File: config.mk
export PLATFORM = sky130hd
export DESIGN_NAME = pwm_submodule
export DESIGN_NICKNAME = d
export VERILOG_FILES = /design/src/rtl/pwm_sm_pkg.sv /design/src/rtl/pwm_sm_timebase.sv /design/src/rtl/pwm_sm_reload.sv /design/src/rtl/pwm_sm_compare.sv /design/src/rtl/pwm_sm_deadtime.sv /design/src/rtl/pwm_submodule.sv
export SDC_FILE = /design/constraint.sdc
export NUM_CORES = 1
export LEC_CHECK = 0
export BUFFER_PORTS_ARGS = -buffer_cell sky130_fd_sc_hd__buf_4
export CELL_PAD_IN_SITES_DETAIL_PLACEMENT = 0
export CELL_PAD_IN_SITES_GLOBAL_PLACEMENT = 1
export CORE_MARGIN = 2
export CORE_UTILIZATION = 47
export DETAILED_ROUTE_END_ITERATION = 10
export HOLD_SLACK_MARGIN = 0.02
export PLACE_DENSITY_LB_ADDON = 0.2
export SLEW_MARGIN = 20
export SYNTH_ARGS = -nofsm -noshare
export SYNTH_HDL_FRONTEND = slang
export SYNTH_HIERARCHICAL = 1
export SYNTH_SLANG_ARGS = --single-unit
export TNS_END_PERCENT = 100
File: constraint.sdc
create_clock -name clk -period 9.89 [get_ports clk]
set_input_delay 0.989 -clock clk [delete_from_list [all_inputs] [get_ports clk]]
set_output_delay 0.989 -clock clk [all_outputs]
set_load 0.01 [all_outputs]
File: src/rtl/pwm_sm_pkg.sv
package pwm_sm_pkg;

  // Prescale select width and reload-frequency field width
  localparam int unsigned PSW  = 3;
  localparam int unsigned FW   = 3;
  localparam int unsigned NCMP = 7;
  localparam int unsigned CFGW = 14;

  // Buffered value indices (equal to their write addresses)
  localparam int unsigned I_INIT = 0;
  localparam int unsigned I_MID  = 1;
  localparam int unsigned I_END  = 2;
  localparam int unsigned I_ASET = 3;
  localparam int unsigned I_ACLR = 4;
  localparam int unsigned I_BSET = 5;
  localparam int unsigned I_BCLR = 6;

  // Unbuffered addresses
  localparam int unsigned ADDR_CFG  = 7;
  localparam int unsigned ADDR_DTA  = 8;
  localparam int unsigned ADDR_DTB  = 9;
  localparam int unsigned ADDR_LDOK = 10;

  typedef enum logic [1:0] {
    RL_IMM  = 2'd0,
    RL_MID  = 2'd1,
    RL_END  = 2'd2,
    RL_BOTH = 2'd3
  } reload_e;

  typedef struct packed {
    logic           en_b;
    logic           en_a;
    logic           pol_b;
    logic           pol_a;
    logic           src_b;
    logic           indep;
    logic [FW-1:0]  every;
    reload_e        mode;
    logic [PSW-1:0] psc;
  } cfg_t;

  // Next compare-output state: clear has priority over set
  function automatic logic cmp_step(input logic cur, input logic hit_set, input logic hit_clr);
    if (hit_clr) return 1'b0;
    if (hit_set) return 1'b1;
    return cur;
  endfunction

  // Pin level from enable, polarity and internal active state
  function automatic logic pin_level(input logic en, input logic pol, input logic act);
    return en ? (act ^ pol) : pol;
  endfunction

endpackage

File: src/rtl/pwm_sm_timebase.sv
module pwm_sm_timebase
  import pwm_sm_pkg::*;
#(
  parameter int unsigned CW = 16
) (
  input  logic           clk,
  input  logic           rst_n,
  input  logic [PSW-1:0] psc,
  input  logic [CW-1:0]  init_now,
  input  logic [CW-1:0]  mid,
  input  logic [CW-1:0]  fin,
  output logic [CW-1:0]  cnt,
  output logic           tick,
  output logic           half_ev,
  output logic           full_ev
);

  localparam int unsigned PDW = (1 << PSW) - 1;

  logic [PDW-1:0] psc_cnt;
  logic [PDW-1:0] psc_mask;

  function automatic logic [PDW-1:0] div_mask(input logic [PSW-1:0] p);
    logic [PDW:0] sh;
    sh    = '0;
    sh[p] = 1'b1;
    return sh[PDW-1:0] - PDW'(1);
  endfunction

  assign psc_mask = div_mask(psc);
  assign tick     = (psc_cnt >= psc_mask);
  assign half_ev  = tick && (cnt == mid);
  assign full_ev  = tick && (cnt == fin);

  always_ff @(posedge clk or negedge rst_n) begin
    if (!rst_n) begin
      psc_cnt <= '0;
      cnt     <= '0;
    end else begin
      psc_cnt <= tick ? '0 : psc_cnt + 1'b1;
      if (tick) begin
        cnt <= (cnt == fin) ? init_now : cnt + 1'b1;
      end
    end
  end

  assert_step_R2: assert property (@(posedge clk) disable iff (!rst_n)
    (tick && (cnt != fin)) |=> (cnt == $past(cnt) + 1'b1));

  assert_hold_R3: assert property (@(posedge clk) disable iff (!rst_n)
    !tick |=> $stable(cnt));

  assert_div_restart_R3: assert property (@(posedge clk) disable iff (!rst_n)
    tick |=> (psc_cnt == '0));

endmodule

File: src/rtl/pwm_sm_reload.sv
module pwm_sm_reload
  import pwm_sm_pkg::*;
#(
  parameter int unsigned CW = 16,
  parameter int unsigned AW = 4
) (
  input  logic                      clk,
  input  logic                      rst_n,
  input  logic                      wr_en,
  input  logic [AW-1:0]             wr_addr,
  input  logic [CW-1:0]             wr_data,
  input  reload_e                   mode,
  input  logic [FW-1:0]             every,
  input  logic                      half_ev,
  input  logic                      full_ev,
  output logic [NCMP-1:0][CW-1:0]   act_q,
  output logic [CW-1:0]             buf_init,
  output logic                      load_now
);

  logic [NCMP-1:0][CW-1:0] buf_q;
  logic [FW-1:0]           opp_cnt;
  logic [1:0]              mode_b;
  logic                    ldok_q;
  logic                    ldok_set;
  logic                    opp;
  logic                    reload_pt;

  assign mode_b    = mode;
  assign opp       = (mode_b[0] & half_ev) | (mode_b[1] & full_ev);
  assign reload_pt = opp && (opp_cnt >= every);
  assign load_now  = ldok_q && ((mode == RL_IMM) || reload_pt);
  assign ldok_set  = wr_en && (wr_addr == AW'(ADDR_LDOK)) && wr_data[0];
  assign buf_init  = buf_q[I_INIT];

  always_ff @(posedge clk or negedge rst_n) begin
    if (!rst_n) begin
      ldok_q  <= 1'b0;
      opp_cnt <= '0;
    end else begin
      if (ldok_set)      ldok_q <= 1'b1;
      else if (load_now) ldok_q <= 1'b0;
      if (opp) opp_cnt <= reload_pt ? '0 : opp_cnt + 1'b1;
    end
  end

  for (genvar g = 0; g < NCMP; g++) begin : g_val
    always_ff @(posedge clk or negedge rst_n) begin
      if (!rst_n) begin
        buf_q[g] <= '0;
        act_q[g] <= '0;
      end else begin
        if (wr_en && (wr_addr == AW'(g)) && !ldok_q) buf_q[g] <= wr_data;
        if (load_now) act_q[g] <= buf_q[g];
      end
    end
  end

  assert_ldok_clear_R6: assert property (@(posedge clk) disable iff (!rst_n)
    (load_now && !ldok_set) |=> !ldok_q);

  assert_active_frozen_R5: assert property (@(posedge clk) disable iff (!rst_n)
    !load_now |=> $stable(act_q));

  assert_stage_locked_R5: assert property (@(posedge clk) disable iff (!rst_n)
    ldok_q |=> $stable(buf_q));

  assert_opp_gate_R8: assert property (@(posedge clk) disable iff (!rst_n)
    (ldok_q && (mode != RL_IMM) && !opp) |=> ldok_q);

endmodule

File: src/rtl/pwm_sm_compare.sv
module pwm_sm_compare
  import pwm_sm_pkg::*;
#(
  parameter int unsigned CW = 16
) (
  input  logic          clk,
  input  logic          rst_n,
  input  logic [CW-1:0] cnt,
  input  logic [CW-1:0] set_v,
  input  logic [CW-1:0] clr_v,
  output logic          raw
);

  logic hit_set;
  logic hit_clr;

  assign hit_set = (cnt == set_v);
  assign hit_clr = (cnt == clr_v);

  always_ff @(posedge clk or negedge rst_n) begin
    if (!rst_n) raw <= 1'b0;
    else        raw <= cmp_step(raw, hit_set, hit_clr);
  end

  assert_clear_wins_R4: assert property (@(posedge clk) disable iff (!rst_n)
    hit_clr |=> !raw);

  assert_set_drives_R4: assert property (@(posedge clk) disable iff (!rst_n)
    (hit_set && !hit_clr) |=> raw);

endmodule

File: src/rtl/pwm_sm_deadtime.sv
module pwm_sm_deadtime #(
  parameter int unsigned DTW = 11
) (
  input  logic           clk,
  input  logic           rst_n,
  input  logic           pre,
  input  logic [DTW-1:0] dt,
  output logic           out
);

  logic [DTW-1:0] wait_cnt;

  always_ff @(posedge clk or negedge rst_n) begin
    if (!rst_n) begin
      wait_cnt <= '0;
      out      <= 1'b0;
    end else if (!pre) begin
      wait_cnt <= '0;
      out      <= 1'b0;
    end else if (wait_cnt >= dt) begin
      out <= 1'b1;
    end else begin
      wait_cnt <= wait_cnt + 1'b1;
    end
  end

  assert_fall_prompt_R9: assert property (@(posedge clk) disable iff (!rst_n)
    !pre |=> !out);

  assert_rise_needs_source_R9: assert property (@(posedge clk) disable iff (!rst_n)
    $rose(out) |-> $past(pre));

endmodule

File: src/rtl/pwm_submodule.sv
module pwm_submodule
  import pwm_sm_pkg::*;
#(
  parameter int unsigned CW  = 16,
  parameter int unsigned DTW = 11,
  parameter int unsigned AW  = 4
) (
  input  logic          clk,
  input  logic          rst_n,
  input  logic          wr_en,
  input  logic [AW-1:0] wr_addr,
  input  logic [CW-1:0] wr_data,
  output logic          pwm_a,
  output logic          pwm_b
);

  cfg_t                    cfg_q;
  logic [1:0][DTW-1:0]     dt_q;
  logic [NCMP-1:0][CW-1:0] act_q;
  logic [CW-1:0]           buf_init;
  logic [CW-1:0]           init_now;
  logic [CW-1:0]           cnt;
  logic                    load_now;
  logic                    tick;
  logic                    half_ev;
  logic                    full_ev;
  logic [1:0]              raw;
  logic [1:0]              pre;
  logic [1:0][DTW-1:0]     dt_eff;
  logic [1:0]              dto;
  logic                    src;

  // Unbuffered configuration and dead-time registers
  always_ff @(posedge clk or negedge rst_n) begin
    if (!rst_n) begin
      cfg_q <= '0;
      dt_q  <= '0;
    end else if (wr_en) begin
      if (wr_addr == AW'(ADDR_CFG)) cfg_q   <= cfg_t'(wr_data[CFGW-1:0]);
      if (wr_addr == AW'(ADDR_DTA)) dt_q[0] <= wr_data[DTW-1:0];
      if (wr_addr == AW'(ADDR_DTB)) dt_q[1] <= wr_data[DTW-1:0];
    end
  end

  pwm_sm_reload #(.CW(CW), .AW(AW)) u_reload (
    .clk      (clk),
    .rst_n    (rst_n),
    .wr_en    (wr_en),
    .wr_addr  (wr_addr),
    .wr_data  (wr_data),
    .mode     (cfg_q.mode),
    .every    (cfg_q.every),
    .half_ev  (half_ev),
    .full_ev  (full_ev),
    .act_q    (act_q),
    .buf_init (buf_init),
    .load_now (load_now)
  );

  // A load that coincides with the wrap takes the incoming start value
  assign init_now = load_now ? buf_init : act_q[I_INIT];

  pwm_sm_timebase #(.CW(CW)) u_timebase (
    .clk      (clk),
    .rst_n    (rst_n),
    .psc      (cfg_q.psc),
    .init_now (init_now),
    .mid      (act_q[I_MID]),
    .fin      (act_q[I_END]),
    .cnt      (cnt),
    .tick     (tick),
    .half_ev  (half_ev),
    .full_ev  (full_ev)
  );

  for (genvar ch = 0; ch < 2; ch++) begin : g_cmp
    pwm_sm_compare #(.CW(CW)) u_cmp (
      .clk   (clk),
      .rst_n (rst_n),
      .cnt   (cnt),
      .set_v (act_q[I_ASET + 2*ch]),
      .clr_v (act_q[I_ACLR + 2*ch]),
      .raw   (raw[ch])
    );
  end

  // Independent or complementary routing
  always_comb begin
    src = cfg_q.src_b ? raw[1] : raw[0];
    if (cfg_q.indep) begin
      pre    = raw;
      dt_eff = '0;
    end else begin
      pre    = {~src, src};
      dt_eff = dt_q;
    end
  end

  for (genvar ch = 0; ch < 2; ch++) begin : g_dt
    pwm_sm_deadtime #(.DTW(DTW)) u_dt (
      .clk   (clk),
      .rst_n (rst_n),
      .pre   (pre[ch]),
      .dt    (dt_eff[ch]),
      .out   (dto[ch])
    );
  end

  assign pwm_a = pin_level(cfg_q.en_a, cfg_q.pol_a, dto[0]);
  assign pwm_b = pin_level(cfg_q.en_b, cfg_q.pol_b, dto[1]);

  assert_no_overlap_R9: assert property (@(posedge clk) disable iff (!rst_n)
    $past(!cfg_q.indep) |-> !(dto[0] && dto[1]));

  assert_tick_gates_events_R7: assert property (@(posedge clk) disable iff (!rst_n)
    (half_ev || full_ev) |-> tick);

endmodule

### Word level (Yosys, flattened, before mapping)

Cells that the tools add are included.

| word-level totals | value |
|---|---|
| bits in registers | 313 |
| bits of input ports | 23 |

| cells by class | value |
|---|---|
| add/subtract/negate cells | 6 |
| order comparisons | 6 |
| eq/ne operators | 20 |
| mux-type cells | 35 |
| bitwise gates (word level) | 6 |
| reduce and logical (&&, ||, !) cells | 31 |

Operators with widths:

| cell | number |
|---|---|
| 16-bit == test | 6 |
| 11-bit 2-to-1 mux | 4 |
| 16-bit 2-to-1 mux | 2 |
| 1-bit 2-to-1 mux | 24 |
| 11-bit by 1-bit adder with 11-bit output (second input constant) | 2 |
| 11-bit greater-or-equal comparator | 2 |
| 22-bit 2-to-1 mux | 1 |
| 1-bit logical AND | 21 |
| 16-bit by 1-bit adder with 16-bit output (second input constant) | 1 |
| 4-bit by 3-bit == test with 1-bit output (second input constant) | 4 |
| 4-bit == test (second input constant) | 3 |
| 4-bit by 2-bit == test with 1-bit output (second input constant) | 2 |
| 7-bit by 1-bit adder with 7-bit output (second input constant) | 1 |
| 7-bit greater-or-equal comparator | 1 |
| 7-bit 2-to-1 mux | 1 |
| 7-bit by 1-bit subtractor with 7-bit output (second input constant) | 1 |
| 2-bit AND reduction | 3 |
| 2-bit nonzero test | 3 |
| 4-bit by 1-bit == test with 1-bit output (second input constant) | 1 |
| 4-bit logical NOT | 1 |
| 3-bit by 4-bit < comparator with 1-bit output (second input constant) | 1 |
| 2-bit by 1-bit inequality test with 1-bit output (second input constant) | 2 |
| 2-bit inequality test (second input constant) | 2 |
| 3-bit by 1-bit adder with 3-bit output (second input constant) | 1 |
| 12 further kinds | 14 |

### Depth between registers and ports, before layout

Gate-level depths: netlist of run 1.

| logic depth | value |
|---|---|
| word-level depth | 14 |
| gate-level depth with buffers | 17 |

### Cells and area by module

The synthesis of run 1 kept the hierarchy.

Modules (own cells, without submodules):

| module | times used | cells each | area an instance (um2) | seq. area each (um2) |
|---|---|---|---|---|
| pwm_sm_reload | 1 | 1188 | 12074.1 | 5705.5 |
| pwm_sm_timebase | 1 | 230 | 1914.3 | 575.6 |
| pwm_submodule | 1 | 131 | 1901.8 | 900.9 |
| pwm_sm_deadtime | 2 | 102 | 894.6 | 300.3 |
| pwm_sm_compare | 2 | 44 | 392.9 | 25.0 |

### Worst setup path after synthesis of run 1

OpenSTA, ideal clock, no wires.

| timing path | value |
|---|---|
| path kind | reg-to-reg |
| from | register cfg_q[1] (netlist bit) |
| to | register u_timebase.cnt[9] |
| setup time | 121 ps |
| data arrival time | 3844 ps |
| required time | 9769 ps |
| setup slack | 5925 ps |
| cell stages (with the launch flop) | 18 |
| buffers on the path | 5 |
| period minus slack after synthesis | 3965 ps |
| path through | dfrtp_1 -> or3_1 -> ha_1 -> nor2b_1 -> o21ai_0 -> a21oi_1 -> clkbuf_1 -> nor2_1 -> a22oi_1 -> buf_2 -> clkbuf_1 -> o21a_1 -> nor2b_1 -> buf_2 -> buf_2 -> mux2_2 -> mux2_4 -> o22a_1 |

| between the ends | value |
|---|---|
| cells in the longest elaborated chain, start to end | 14 |
| elaborated cells between the ends (all ways) | 17 |
| those cells by class | add/sub: 1; order compare: 3; mux: 4; bitwise: 3; reduce/logical: 6 |

Ends and longest elaborated chain:

| element | RTL line | text |
|---|---|---|
| start, declared | pwm_submodule.sv:17 | `cfg_t cfg_q;` |
| start signal, assigned | pwm_submodule.sv:39 | `if (wr_addr == AW'(ADDR_CFG)) cfg_q <= cfg_t'(wr_data[CFGW-1:0]);` |
| 3-bit by 4-bit < comparator with 1-bit output (not written as such) or 3-bit by 1-bit greater-or-equal comparator with 1-bit output (tied branches) | pwm_sm_timebase.sv:26 | `sh[p] = 1'b1;` |
| 1-bit logical AND (not written as such) | pwm_sm_timebase.sv:26 |  |
| 1-bit 2-to-1 mux (not written as such) | pwm_sm_timebase.sv:26 |  |
| 1-bit demux with 3-bit select * | - |  |
| 7-bit by 1-bit subtractor with 7-bit output * | pwm_sm_timebase.sv:27 | `return sh[PDW-1:0] - PDW'(1);` |
| 7-bit greater-or-equal comparator * | pwm_sm_timebase.sv:31 | `assign tick = (psc_cnt >= psc_mask);` |
| 1-bit logical AND * | pwm_sm_timebase.sv:33 | `assign full_ev = tick && (cnt == fin);` |
| via full_ev | pwm_submodule.sv:26 | `logic full_ev;` |
| 1-bit AND * | pwm_sm_reload.sv:30 | `assign opp = (mode_b[0] & half_ev) \| (mode_b[1] & full_ev);` |
| 1-bit bitwise OR * | pwm_sm_reload.sv:30 |  |
| 1-bit logical AND * | pwm_sm_reload.sv:31 | `assign reload_pt = opp && (opp_cnt >= every);` |
| 1-bit logical OR * | pwm_sm_reload.sv:32 | `assign load_now = ldok_q && ((mode == RL_IMM) \|\| reload_pt);` |
| 1-bit logical AND * | pwm_sm_reload.sv:32 |  |
| via load_now | pwm_submodule.sv:23 | `logic load_now;` |
| 16-bit 2-to-1 mux * | - |  |
| via init_now[9] | pwm_submodule.sv:21 | `logic [CW-1:0] init_now;` |
| 16-bit 2-to-1 mux * | pwm_sm_timebase.sv:42 | `cnt <= (cnt == fin) ? init_now : cnt + 1'b1;` |
| end signal, assigned | pwm_sm_timebase.sv:42 |  |
| end, declared | pwm_sm_timebase.sv:12 | `output logic [CW-1:0] cnt,` |

Mark *: on every way through the listed nets, which the timed path passes. The rest lies on a longest branch.
A chain may end at the register's enable or synchronous reset.

### Final worst setup path of run 1

| timing path | value |
|---|---|
| from | register u_reload.opp_cnt[2] |
| to | register u_reload/act_q[20] (netlist bit) |

| between the ends | value |
|---|---|
| cells in the longest elaborated chain, start to end | 4 |

Ends and longest elaborated chain:

| element | RTL line | text |
|---|---|---|
| start, declared | pwm_sm_reload.sv:22 | `logic [FW-1:0] opp_cnt;` |
| start signal, assigned | pwm_sm_reload.sv:43 | `if (opp) opp_cnt <= reload_pt ? '0 : opp_cnt + 1'b1;` |
| 3-bit greater-or-equal comparator | pwm_sm_reload.sv:31 |  |
| 1-bit logical AND | pwm_sm_reload.sv:31 |  |
| 1-bit logical OR | pwm_sm_reload.sv:32 |  |
| 1-bit logical AND | pwm_sm_reload.sv:32 |  |
| end signal, assigned by index | pwm_sm_reload.sv:54 | `if (load_now) act_q[g] <= buf_q[g];` |
| end, declared | pwm_sm_reload.sv:16 | `output logic [NCMP-1:0][CW-1:0] act_q,` |

No other way between the ends.

==> results, run 1 <==
- The run finished with clean final reports.
- At the worst endpoint, the required time is 10.33 ns.
- The total die area is 40900 µm².
- The number of buffers and inverters on the critical path is 3.
- The total routed wirelength is 49.5 mm.
- The vertical extent of the die is 202 µm.
- The min-delay analysis places its worst path in the category primary input to async pin.
- For this run, the leading register cell type out of synthesis is sky130_fd_sc_hd__dfrtp_1.
- The largest voltage drop on the vdd net is 0.171 mV.
- The normalized max-slew margin is 0.111.
- The endpoint arrival time on the critical path is 4.59 ns.
- Synthesis inferred 313 register bits.
- Traced cell by cell, the critical path runs through ha_1 > a21o_1 > a31oi_4 > buf_4 > buf_4 > buf_4 > nor3_1 > a311o_1.
- After clock tree synthesis, the repair step resized 0 gates.
- The per-cell routed wire length is 21.5 µm.
- The hold-fix buffer count after cts is 0.
- The routability congestion estimate from global placement is 0.826.
- The cell family with the largest share of critical-path delay is buffers and inverters.
- The repair_antennas step left the layout with diodes totalling 0.
- The worst stage delay on the critical path is roughly 0.87 ns.
- The total area inside the core boundary comes to 38700 µm².
- The library cell used as clock root buffer is sky130_fd_sc_hd__clkbuf_16.
- The final hold slack is between 0.4 and 0.5 ns.
- The TritonCTS clock tree is yes.
- Before antenna repair, the detailed router went through 5 iterations.
- The register-to-register path setup slack is ~5.7 ns.
- The initial utilization of the core area, before any placement, comes to 0.477.
- The final-report hold violation count is 0.
- Setup repair after global routing left no endpoint under its margin.
- Summing every instance area after synthesis gives 18500 µm².
- For this run, the number of Yosys warnings is 6.
- The critical path capture point type is a register.
- The share of layout cells above drive strength 1 is 0.173.
- The synthesized area per cell is ~10 µm².
- The floorplan die width is approximately 200 µm.
- Clock latency on the worst-skew pair, taken at its later pin, is 0.56 ns.
- The number of buffers added on ports is 24.
- Entering global routing, the biggest net connects approximately 260 pins.
- The count of unresolved DRC violations after routing is 0.
- The highest net fanout along the worst path is 92.
- The global-route wire length before repair is ~78 mm.
- Counting flops with a built-in enable in the synthesized netlist gives 0.
- The startpoint kind of the worst setup timing path is a register.
- Setup violations remaining at the end of the flow were counted as 0.
- The initial antenna violation count was 1.
- The final sum of negative setup slack is 0 ns.
- The synthesized netlist contains 62 unique library cells.
- The type of the worst setup path is register to register.
- The final worst-path cycle share is 0.419.
- Post-CTS timing repair inserted 0 buffers for setup.
- The cell that appears most often on the critical path is sky130_fd_sc_hd__buf_4.
- The number of sinks handled by clock tree synthesis is between 300 and 400.
- The transition time at the pin with the least slew margin is 1.33 ns.
- The reg-to-reg startpoint is u_reload/opp_cnt[2].
- Across all layers, the routed design uses 14100 vias.
- Detailed placement finished with a half-perimeter wire length of 29.8 mm.
- The routed via count divided by cell count is 6.13.
- The post-layout instance area is approximately 20000 µm².
- Compared with the post-synthesis result, the final layout area differs by 7.76%.
- In the final design database the tool counted ~1800 nets.
- Among all stages on the critical path, the largest delay is contributed by sky130_fd_sc_hd__buf_4.
- Counting I/O delays and the setup requirement, the final critical path takes 4.15 ns.
- The row count is 72.
- For this run, the top clock speed supported by timing is 241 MHz.
- The critical path crosses 8 cells after its start point.
- The post-synthesis async set-or-reset flop share is 1.00.
- The setup clock skew after layout is 0.0234 ns.
- The overall routing resource usage is 0.244.
- The number of buffers created by CTS is 39.
- For this run, the register share of the synthesized area comes to 0.424.
- Dividing total power by cell area gives a power density of 214 nW/µm².
- The number of nets in the synthesized netlist is around 1900.
- The number of global-route vias before repair was 13100.
- Summed over all layers, the global routing overflow is 0.
- The post-place instance area is 18600 µm².
- Clock-pin slew was measured on the worst setup and hold paths at roughly 0.06 ns.
- The analysis attributes to cell leakage a power of ~0.0085 µW.
- During I/O placement, the number of pins put on the boundary was 25.
- The remaining antenna violation count after routing is 0.
- The number of cells produced by synthesis is ~1800.
- The end of the worst register-to-register path is u_reload/act_q[20].
- In this run the number of H-tree levels came out at 2.
- The logic depth of the worst register-to-register path is 8.
- The number of slew-limit violations in the final report is 0.
- The first-iteration detailed-routing DRC count is 1304.
- The tool flagged a number of max-cap violations equal to 0.
- The maximum count of clock buffers along a single path is 3.
## stage by stage
stage          power [µW]  setup WS, ns  cells   util
2_1_floorplan        2590          5.92   1841      -
3_3_place_gp         2840          5.89   2238  0.481
3_5_place_dp         2870          5.83   2238  0.481
4_1_cts              4290          5.82   2305  0.514
5_1_grt              4510          5.53   2305  0.514
6_report             4270          5.74   2305  0.514
## registers in the layout, summed over array words and instances (netlist names)
signal and cells:
u_reload/act_q 112, u_reload/buf_q 96, dt_q 22, g_dt.u_dt/wait_cnt 22, u_reload/buf_init 16, u_timebase/cnt 16
cfg_q 14, u_timebase/psc_cnt 7, u_reload/opp_cnt 3, g_cmp.u_cmp/raw 2, g_dt.u_dt/out 2, u_reload/ldok_q 1
## worst register-to-register path, cell delays in order (launching register included)
cell	delay (ns)
sky130_fd_sc_hd__dfrtp_1	0.41
sky130_fd_sc_hd__ha_1	0.34
sky130_fd_sc_hd__a21o_1	0.22
sky130_fd_sc_hd__a31oi_4	0.14
sky130_fd_sc_hd__buf_4	0.54
sky130_fd_sc_hd__buf_4	0.80
sky130_fd_sc_hd__buf_4	0.96
sky130_fd_sc_hd__nor3_1	0.25
sky130_fd_sc_hd__a311o_1	0.37
## cell families after synthesis
logic type      synth area share
simple gates               0.161
buf+inv                   0.0780
flops                      0.424
compound gates             0.142
mux                        0.116
xor+xnor                  0.0544
fa+ha+maj                 0.0251
## worst max-delay path by stage
stage	slack (ns)	to	from
floorplan	5.92	u_timebase/cnt[9]	cfg_q[1]
global placement	5.89	u_timebase/cnt[15]	u_timebase/cnt[6]
detailed placement	5.83	u_timebase/cnt[9]	u_timebase/cnt[6]
CTS	5.82	u_reload/act_q[83]	u_reload/opp_cnt[2]
global route	5.53	u_reload/act_q[61]	u_reload/opp_cnt[2]
finish	5.74	u_reload/act_q[20]	u_reload/opp_cnt[2]
## final cells by class
type                       instances  area [µm²]
fill                            3541       18800
inverter                         151         567
clock inverter                    13         115
timing repair buffer              45         383
clock buffer                      54        1130
tap                              518         648
multi-input combinational       1211        9220
sequential                       313        7840
## cell usage in the layout (no fill, tap or decap), drive strengths merged, types with 50 or more instances in the layout
| master | Yosys | layout |
|---|---|---|
| mux2 | 169 | 169 |
| xor2 | 50 | 50 |
| dfrtp | 313 | 313 |
| clkbuf | 36 | 54 |
| nand2 | 158 | 158 |
| a311o | 112 | 112 |
| inv | 151 | 152 |
| nor3 | 116 | 116 |
| nand3 | 156 | 156 |
| o221ai | 114 | 114 |
| xnor2 | 63 | 63 |
## Yosys cell counts, types with 3 or more instances
master                       n  area share
sky130_fd_sc_hd__a311o_1   112       0.061
sky130_fd_sc_hd__xnor2_1    61       0.029
sky130_fd_sc_hd__xor2_1     50       0.024
sky130_fd_sc_hd__nand2_1   157       0.032
sky130_fd_sc_hd__or4_1       8      0.0033
sky130_fd_sc_hd__nand4_1    24      0.0081
sky130_fd_sc_hd__buf_1      18      0.0037
sky130_fd_sc_hd__a21oi_1    32      0.0087
sky130_fd_sc_hd__nor3_1    115       0.031
sky130_fd_sc_hd__o22a_1      3      0.0014
sky130_fd_sc_hd__and3_1      5      0.0017
sky130_fd_sc_hd__buf_6       6      0.0037
sky130_fd_sc_hd__mux2_2    128       0.078
sky130_fd_sc_hd__nand4_2     3      0.0020
sky130_fd_sc_hd__ha_1       37       0.025
sky130_fd_sc_hd__nor2b_1    28      0.0095
sky130_fd_sc_hd__mux2_4     41       0.033
sky130_fd_sc_hd__dfrtp_1   313        0.42
sky130_fd_sc_hd__a22oi_1     4      0.0016
sky130_fd_sc_hd__mux2i_1     9      0.0049
sky130_fd_sc_hd__clkbuf_1   34      0.0069
sky130_fd_sc_hd__or3_1       5      0.0017
sky130_fd_sc_hd__o221ai_1  114       0.054
sky130_fd_sc_hd__nor4_2      7      0.0047
sky130_fd_sc_hd__inv_1     151       0.031
sky130_fd_sc_hd__nand3_1   153       0.041
sky130_fd_sc_hd__buf_4      21      0.0085
sky130_fd_sc_hd__nor4_1     10      0.0034
sky130_fd_sc_hd__nand2b_1    3      0.0010
sky130_fd_sc_hd__nand3_2     3      0.0016
sky130_fd_sc_hd__o21ai_0    17      0.0046
sky130_fd_sc_hd__nor2_1     38      0.0077
sky130_fd_sc_hd__buf_2      85       0.023
sky130_fd_sc_hd__a21o_1      7      0.0028
## metal layers
layer | vias to the layer above | wire length (µm) | global-route usage
li1 | 6574 | - | -
met1 | 7107 | 24000 | 0.368
met2 | 361 | 22000 | 0.365
met3 | 81 | 2160 | 0.0293
met4 | 0 | 1330 | 0.0756
met5 | - | 0 | 0
## report_power, final
part / leakage [µW] / switching (µW) / total, µW / internal [µW]
logic: 0.00444 / 710 / 1180 / 474
clock network: 0.000619 / 575 / 1400 / 827
registers: 0.00348 / 196 / 1680 / 1480
Power figures use the tool's default switching activity.
==> run 2: changes to the inputs <==
--- a/config.mk
+++ b/config.mk
@@ -9,7 +9,7 @@
 export CELL_PAD_IN_SITES_DETAIL_PLACEMENT = 0
 export CELL_PAD_IN_SITES_GLOBAL_PLACEMENT = 1
 export CORE_MARGIN = 2
-export CORE_UTILIZATION = 47
+export CORE_UTILIZATION = 46
 export DETAILED_ROUTE_END_ITERATION = 10
 export HOLD_SLACK_MARGIN = 0.02
 export PLACE_DENSITY_LB_ADDON = 0.2
==> constraint.sdc (replaced) <==
create_clock -name clk -period 3.4 [get_ports clk]
set_input_delay 0.34 -clock clk [delete_from_list [all_inputs] [get_ports clk]]
set_output_delay 0.34 -clock clk [all_outputs]
set_load 0.01 [all_outputs]
==> run 2 against run 1 <==
Utilization down 0.43 points. Die area up 2.1%. Final area up 1.5%. Register-to-register slack worse by 5.6 ns. Critical path type unchanged. Largest power group unchanged. Sequential share of layout area down 0.54 points. Clock power rose to 2.9 times the previous value.
==> results, run 2 (synthesis results as in run 1) <==
- The run finished with clean final reports.
- The number of flip-flops under the largest register name is 112 (unchanged).
- The pin count of the biggest net entering global routing came to 220 (-16%).
- The number of buffers created by CTS is 38 (-2.6%).
- The clock transition time at the flip-flop clock pins of the worst setup and hold paths came to 0.06 ns (about the same).
- The number of antenna diodes is 0 (unchanged).
- The floorplan die width was 204 µm (+1.1%).
- The starting density of the core is 0.466 (-0.0109).
- The routability congestion estimate from global placement is 0.838 (+1.4%).
- The largest registers in the layout are u_reload/act_q: 112 flops, u_reload/buf_q: 96 flops.
- The register-to-register path setup slack is 0.17 ns (-5.58 ns).
- The number of I/O pins is 25 (unchanged).
- The critical path capture point type is a register.
- The TritonCTS clock tree is yes.
- The final hold slack was 0.133 ns (-0.306 ns).
- The global route total overflow is 0 (unchanged).
- The number of vias after detailed routing was 14200 (+0.74%).
- The shortest period the worst path allows is 3.23 ns (-0.915 ns).
- The reported leakage power is 0.00869 µW (+1.7%).
- Setup repair after global routing left no endpoint under its margin.
- The overall power came to 12600 µW (+190%).
- The leading cell type in the layout, fill and taps excluded is sky130_fd_sc_hd__dfrtp_1.
- The buffers inserted during post-CTS setup optimization is 0 (unchanged).
- The normalized max-slew margin is 0.333 (+0.222).
- The power density of the placed cells is 622 nW/µm² (+190%).
- The worst setup path is launched from a register.
- The share of layout cells above drive strength 1 was 0.186 (+0.0130).
- The endpoint arrival time on the critical path is 3.66 ns (-0.93 ns).
- The highest net fanout along the worst path is 142 (+54%).
- The total half-perimeter wirelength after legalization and detailed placement is 30.9 mm (+3.7%).
- The count of unresolved DRC violations after routing is 0 (unchanged).
- The number of maximum-capacitance violations is 0 (unchanged).
- The type of the worst setup path is register to register.
- The global-route wire length before repair is 78.9 mm (+1.1%).
- The slowest stage of the critical path belongs to the cell sky130_fd_sc_hd__or3_1.
- The routed via count divided by cell count is 6.09 (-0.69%).
- The number of buffers added on ports was 24 (unchanged).
- The setup clock skew after layout is 0.0173 ns (-0.00609 ns).
- The maximum count of clock buffers along a single path is 3 (unchanged).
- The end of the worst register-to-register path is u_reload/act_q[14].
- The fmax was 309 MHz (+28%).
- The per-cell routed wire length is 21.3 µm (-0.79%).
- The number of global-route vias before repair came to 13400 (+2.1%).
- The transition time at the pin with the least slew margin is 1.00 ns (-0.333 ns).
- The final count of negative-setup-slack endpoints is 0 (unchanged).
- The net count of the finished layout is 1846 (+1.4%).
- The number of slew-limit violations in the final report is 0 (unchanged).
- The total die area is 41800 µm² (+2.1%).
- The reg-to-reg startpoint is cfg_q[1].
- The first-iteration detailed-routing DRC count is 1194 (-8.4%).
- The remaining antenna violation count after routing is 0 (unchanged).
- The signed area change from the synthesized netlist to the final layout is 9.34%.
- The worst stage delay on the critical path was 0.39 ns (-0.48 ns).
- The worst hold path terminates at u_reload/buf_q[47].
- The tree is rooted in a sky130_fd_sc_hd__clkbuf_16.
- Walking the worst path, the cells encountered are or3_1 > ha_1 > nor2b_1 > o21ai_0 > a21oi_2 > nor2_1 > a22oi_2 > buf_4 > buf_16 > nor3_1 > a311o_1.
- The required time at the worst-slack endpoint came to 3.82 ns (-6.51 ns).
- The number of sinks handled by clock tree synthesis is 313 (unchanged).
- The library cells used most frequently in the layout, excluding fill and tap cells, are 307 x sky130_fd_sc_hd__dfrtp_1, 157 x sky130_fd_sc_hd__nand2_1, 153 x sky130_fd_sc_hd__nand3_1, 151 x sky130_fd_sc_hd__inv_1, 126 x sky130_fd_sc_hd__mux2_2.
- The final worst-path cycle share is 0.951 (+0.532).
- The number of H-tree levels is 2 (unchanged).
- The worst slack at placement was 0.0292 ns (-5.80 ns).
- The number of search-and-repair iterations in the first detailed-routing pass is 5 (unchanged).
- The total routed wirelength came to 49.8 mm (+0.63%).
- The launch instance of the worst min-delay path is wr_data[15].
- The worst hold path depth is 2.
- The largest voltage drop on the vdd net came to 0.357 mV (+110%).
- The min-delay analysis places its worst path in the category primary input to register.
- The minimum setup slack in the final design is 0.167 ns (-5.58 ns).
- The row count is 73 (+1.4%).
- The logic depth of the worst register-to-register path is 11 (+3).
- The area of the core is 39600 µm² (+2.3%).
- The clock latency at the later pin of the worst-skew pair is 0.55 ns (about the same).
- The register with the highest flop count is u_reload/act_q.
- The vertical extent of the die is 204 µm (+1.1%).
- The initial antenna violation count was 0 (-1).
- The overall routing resource usage was 0.244 (about the same).
- The final-report hold violation count is 0 (unchanged).
[run 2: metrics by stage]
step / cell area, µm² / cells / utilization / TNS [ns]
after global routing: 20200 / 2338 / 0.509 / 0
final: 20200 / 2338 / 0.509 / 0
after global placement: 18900 / 2270 / 0.478 / 0
after floorplan: 18600 / 1841 / - / -0.387
after CTS: 20200 / 2338 / 0.509 / 0
after detailed placement: 18900 / 2270 / 0.478 / 0
[run 2: worst max path at each step]
stage | start | end | slack, ns | cells past startpoint
finish | cfg_q[1] | u_reload/act_q[14] | 0.17 | 11
global route | cfg_q[0] | u_reload/act_q[76] | 0.03 | 11
CTS | u_timebase/cnt[1] | u_timebase/cnt[13] | 0.009 | 13
detailed placement | u_timebase/cnt[1] | u_timebase/cnt[13] | 0.03 | 13
global placement | u_timebase/cnt[1] | u_timebase/cnt[13] | 0.02 | 13
floorplan | u_timebase/cnt[11] | u_timebase/cnt[9] | -0.17 | 17
[run 2: layer usage]
layer	track usage	wire (µm)	up-vias
li1	-	-	6623
met1	0.349	23500	7178
met2	0.377	22600	366
met3	0.0493	2700	60
met4	0.0611	1020	0
met5	0	0	-
[run 2: worst max-delay path, delay by kind of cell (launching register included)]
kind	cells	cell delay (ns)
AND/OR/NAND/NOR	4	0.75
buffers and inverters	2	0.57
adder cells (fa/ha/maj)	1	0.28
AO/OA/AOI/OAI	4	0.98
flip-flops	1	0.38
[run 2: layout make-up]
cell class	count	area (µm²)
clock inverter	7	66.3
sequential	313	7840
multi-input combinational	1211	9250
clock buffer	60	1140
fill	3701	19400
tap	525	657
inverter	151	567
timing repair buffer	71	663
[run 2: what timing repair did]
| action | 4_1_cts | 5_1_grt |
|---|---|---|
| setup endpoints to repair | 0 | 6 |
| gates resized for setup | 0 | 3 |
| hold buffers | 1 | 0 |
| hold endpoints to repair | 90 | 0 |
[run 2: where the power goes]
group | internal [µW] | leakage (µW) | switching (µW)
Combinational | 1480 | 0.00462 | 2270
Clock | 2380 | 0.000594 | 1630
Sequential | 4320 | 0.00348 | 461
==> run 3: changes to the inputs <==
--- a/config.mk
+++ b/config.mk
@@ -9,7 +9,8 @@
 export CELL_PAD_IN_SITES_DETAIL_PLACEMENT = 0
 export CELL_PAD_IN_SITES_GLOBAL_PLACEMENT = 1
 export CORE_MARGIN = 2
-export CORE_UTILIZATION = 46
+export CORE_UTILIZATION = 47
+export CTS_BUF_LIST = sky130_fd_sc_hd__clkbuf_4 sky130_fd_sc_hd__clkbuf_8
 export DETAILED_ROUTE_END_ITERATION = 10
 export HOLD_SLACK_MARGIN = 0.02
 export PLACE_DENSITY_LB_ADDON = 0.2
==> run 3 against run 2 <==
Power shrank 0.74%. Final cell count up 1.6%. Sequential cell count unchanged. Global-route usage rose by 0.87 points. Largest cell class unchanged. Largest power group unchanged.
==> results, run 3 (synthesis results as in run 1) <==
- The clock transition time at the flip-flop clock pins of the worst setup and hold paths is 0.07 ns (about the same).
- The flow ran to the end, and the final reports show no timing, DRC or antenna violations.
- The setup clock skew after layout is 0.0497 ns (+0.0324 ns).
- The number of buffers added on ports was 24 (unchanged).
- The buffers inserted during post-CTS setup optimization is 0 (unchanged).
- The per-cell routed wire length was 21.5 µm (+1.1%).
- The highest net fanout along the worst path is 8 (-94%).
- The switching fraction of total power is 0.355 (+0.00704).
- The final-report hold violation count is 0 (unchanged).
- The area of the core is 38700 µm² (-2.3%).
- The final worst-path cycle share is 0.937 (-0.0142).
- The largest voltage drop on the vdd net is 0.502 mV (+41%).
- The global-route wire length before repair came to 81.3 mm (+3.0%).
- The fill cell total of the finished layout came to 3565 (-3.7%).
- The clock latency at the later pin of the worst-skew pair is 0.66 ns (+0.11 ns).
- The number of search-and-repair iterations in the first detailed-routing pass is 5 (unchanged).
- The fraction of power consumed by the clock network came to 0.309 (-0.011).
- The switching power is 4420 µW (+1.3%).
- STA classifies the critical path startpoint as a register.
- The transition time at the pin with the least slew margin is 1.16 ns (+0.156 ns).
- The number of H-tree levels is 2 (unchanged).
- The required time at the worst-slack endpoint is 3.86 ns (+0.04 ns).
- The number of I/O pins came to 25 (unchanged).
- The total die area is 40900 µm² (-2.1%).
- The starting density of the core came to 0.477 (+0.0109).
- The remaining antenna violation count after routing is 0 (unchanged).
- The row count came to 72 (-1.4%).
- The count of unresolved DRC violations after routing is 0 (unchanged).
- The initial antenna violation count is 0 (unchanged).
- The number of vias after detailed routing is 14500 (+1.9%).
- The final hold slack is 0.0617 ns (-0.0709 ns).
- The net count of the finished layout was 1874 (+1.5%).
- The total half-perimeter wirelength after legalization and detailed placement is 31.4 mm (+1.6%).
- The library cell used most frequently in the layout, excluding fill and tap cells, is sky130_fd_sc_hd__dfrtp_1.
- The endpoint arrival time on the critical path is 3.64 ns (-0.02 ns).
- The top cell types in the final layout, fill and taps aside, are 307 x sky130_fd_sc_hd__dfrtp_1, 157 x sky130_fd_sc_hd__nand2_1, 153 x sky130_fd_sc_hd__nand3_1, 151 x sky130_fd_sc_hd__inv_1, 126 x sky130_fd_sc_hd__mux2_2.
- The number of global-route vias before repair came to 14000 (+4.4%).
- The register with the highest flop count is u_reload/act_q.
- The TritonCTS clock tree is yes.
- The share of layout cells above drive strength 1 is 0.211 (+0.0247).
- The vertical extent of the die is 202 µm (-1.0%).
- The total routed wirelength is 51.2 mm (+2.7%).
- The floorplan die width is 202 µm (-1.0%).
- The shortest period the worst path allows is 3.19 ns (-0.0483 ns).
- The number of flip-flops under the largest register name was 112 (unchanged).
- The overall routing resource usage is 0.252 (+0.00871).
- The final sum of negative setup slack is 0 ns (unchanged).
- The first-iteration detailed-routing DRC count is 1121 (-6.1%).
- The number of sinks handled by clock tree synthesis was 313 (unchanged).
- The number of antenna diodes is 0 (unchanged).
- The power density of the placed cells is 615 nW/µm² (-1.0%).
- The reported leakage power is 0.00880 µW (+1.2%).
- STA classifies the critical path endpoint as a register.
- The share of power burned in registers is 0.387 (+0.006).
- The maximum count of clock buffers along a single path is 3 (unchanged).
- The number of slew-limit violations in the final report is 0 (unchanged).
- The fmax is 314 MHz (+1.5%).
- The pin count of the biggest net entering global routing was 216 (-1.8%).
- The number of buffers created by CTS is 57 (+50%).
- The type of the worst setup path is register to register.
- The routed via count divided by cell count is 6.10 (+0.31%).
- The internal cell power is 8040 µW (-1.8%).
- The number of maximum-capacitance violations is 0 (unchanged).
- The normalized max-slew margin is 0.229 (-0.104).
- The proportion of power drawn by combinational gates is 0.304 (+0.005).
- The worst hold path belongs to the class primary input to register.
- The largest registers in the layout are u_reload/act_q: 112 flops, u_reload/buf_q: 96 flops.
- The routability congestion estimate from global placement is 0.864 (+3.1%).
- Setup repair after global routing left no endpoint under its margin.
- The signed area change from the synthesized netlist to the final layout is 9.69%.
- The library cell used as clock root buffer is sky130_fd_sc_hd__clkbuf_8.
- The global route total overflow is 0 (unchanged).
- The final design utilization was 0.523 (+0.0135).
- The final count of negative-setup-slack endpoints is 0 (unchanged).
[run 3: path summary, 6_finish.rpt]
kind	startpoint	end	slack, ns	depth (start not counted)
setup / recovery	u_timebase/cnt[10]	u_timebase/cnt[2]	0.21	13
hold / removal	wr_data[14]	u_reload/buf_q[62]	0.06	2
setup reg to reg	u_timebase/cnt[10]	u_timebase/cnt[2]	0.21	13
hold reg to reg	u_timebase/psc_cnt[0]	u_timebase/psc_cnt[0]	0.49	1
max in group asynchronous	rst_n	u_reload/act_q[65]	2.23	3
min in group asynchronous	rst_n	u_reload/buf_q[73]	0.27	2
[run 3: layer usage]
layer | global-route usage | share of wire
met2 | 0.399 | 0.46
met3 | 0.0355 | 0.052
met4 | 0.0746 | 0.021
met5 | 0 | 0
met1 | 0.361 | 0.47
[run 3: repair_timing]
action                                 in CTS  in global routing
resized for setup                           0                  1
hold buffers                                2                  0
endpoints found under the hold margin      61                  0
setup endpoints to repair                   0                  1
[run 3: layout make-up]
type	count	area, µm²	share of cell area
multi-input cells	1211	9240	0.456
clock inverters	3	18.8	0.000927
clock buffers	99	1210	0.0599
flip-flops and latches	313	7840	0.387
well taps	518	648	0.0320
inverters	151	567	0.0280
repair buffers	80	726	0.0358
[run 3: stage by stage]
stage	power, µW	instance area, µm²	instances	setup slack [ns]
CTS	12600	20300	2375	0.268
global placement	8530	19000	2271	0.319
global route	13200	20300	2375	0.0211
floorplan	7600	18600	1841	-0.171
detailed placement	8630	19000	2271	0.258
finish	12500	20300	2375	0.215
[run 3: power by group through the flow]
stage | Combinational (µW) | Sequential (µW) | Clock (µW)
after floorplan | 2820 | 4780 | 0
after global placement | 3660 | 4860 | 0
after detailed placement | 3750 | 4880 | 0
after CTS | 3770 | 4820 | 3970
after global routing | 4150 | 4910 | 4130
final | 3780 | 4830 | 3850
[run 3: critical path, cell delays in order (launching register included)]
cell	delay, ns
sky130_fd_sc_hd__dfrtp_1	0.39
sky130_fd_sc_hd__buf_4	0.16
sky130_fd_sc_hd__xnor2_1	0.16
sky130_fd_sc_hd__nand4_1	0.21
sky130_fd_sc_hd__or4_4	0.60
sky130_fd_sc_hd__nor2_4	0.13
sky130_fd_sc_hd__a22oi_2	0.09
sky130_fd_sc_hd__o21a_1	0.22
sky130_fd_sc_hd__nor2b_2	0.13
sky130_fd_sc_hd__buf_4	0.14
sky130_fd_sc_hd__buf_4	0.17
sky130_fd_sc_hd__mux2_2	0.35
sky130_fd_sc_hd__mux2i_1	0.15
sky130_fd_sc_hd__a22oi_1	0.10
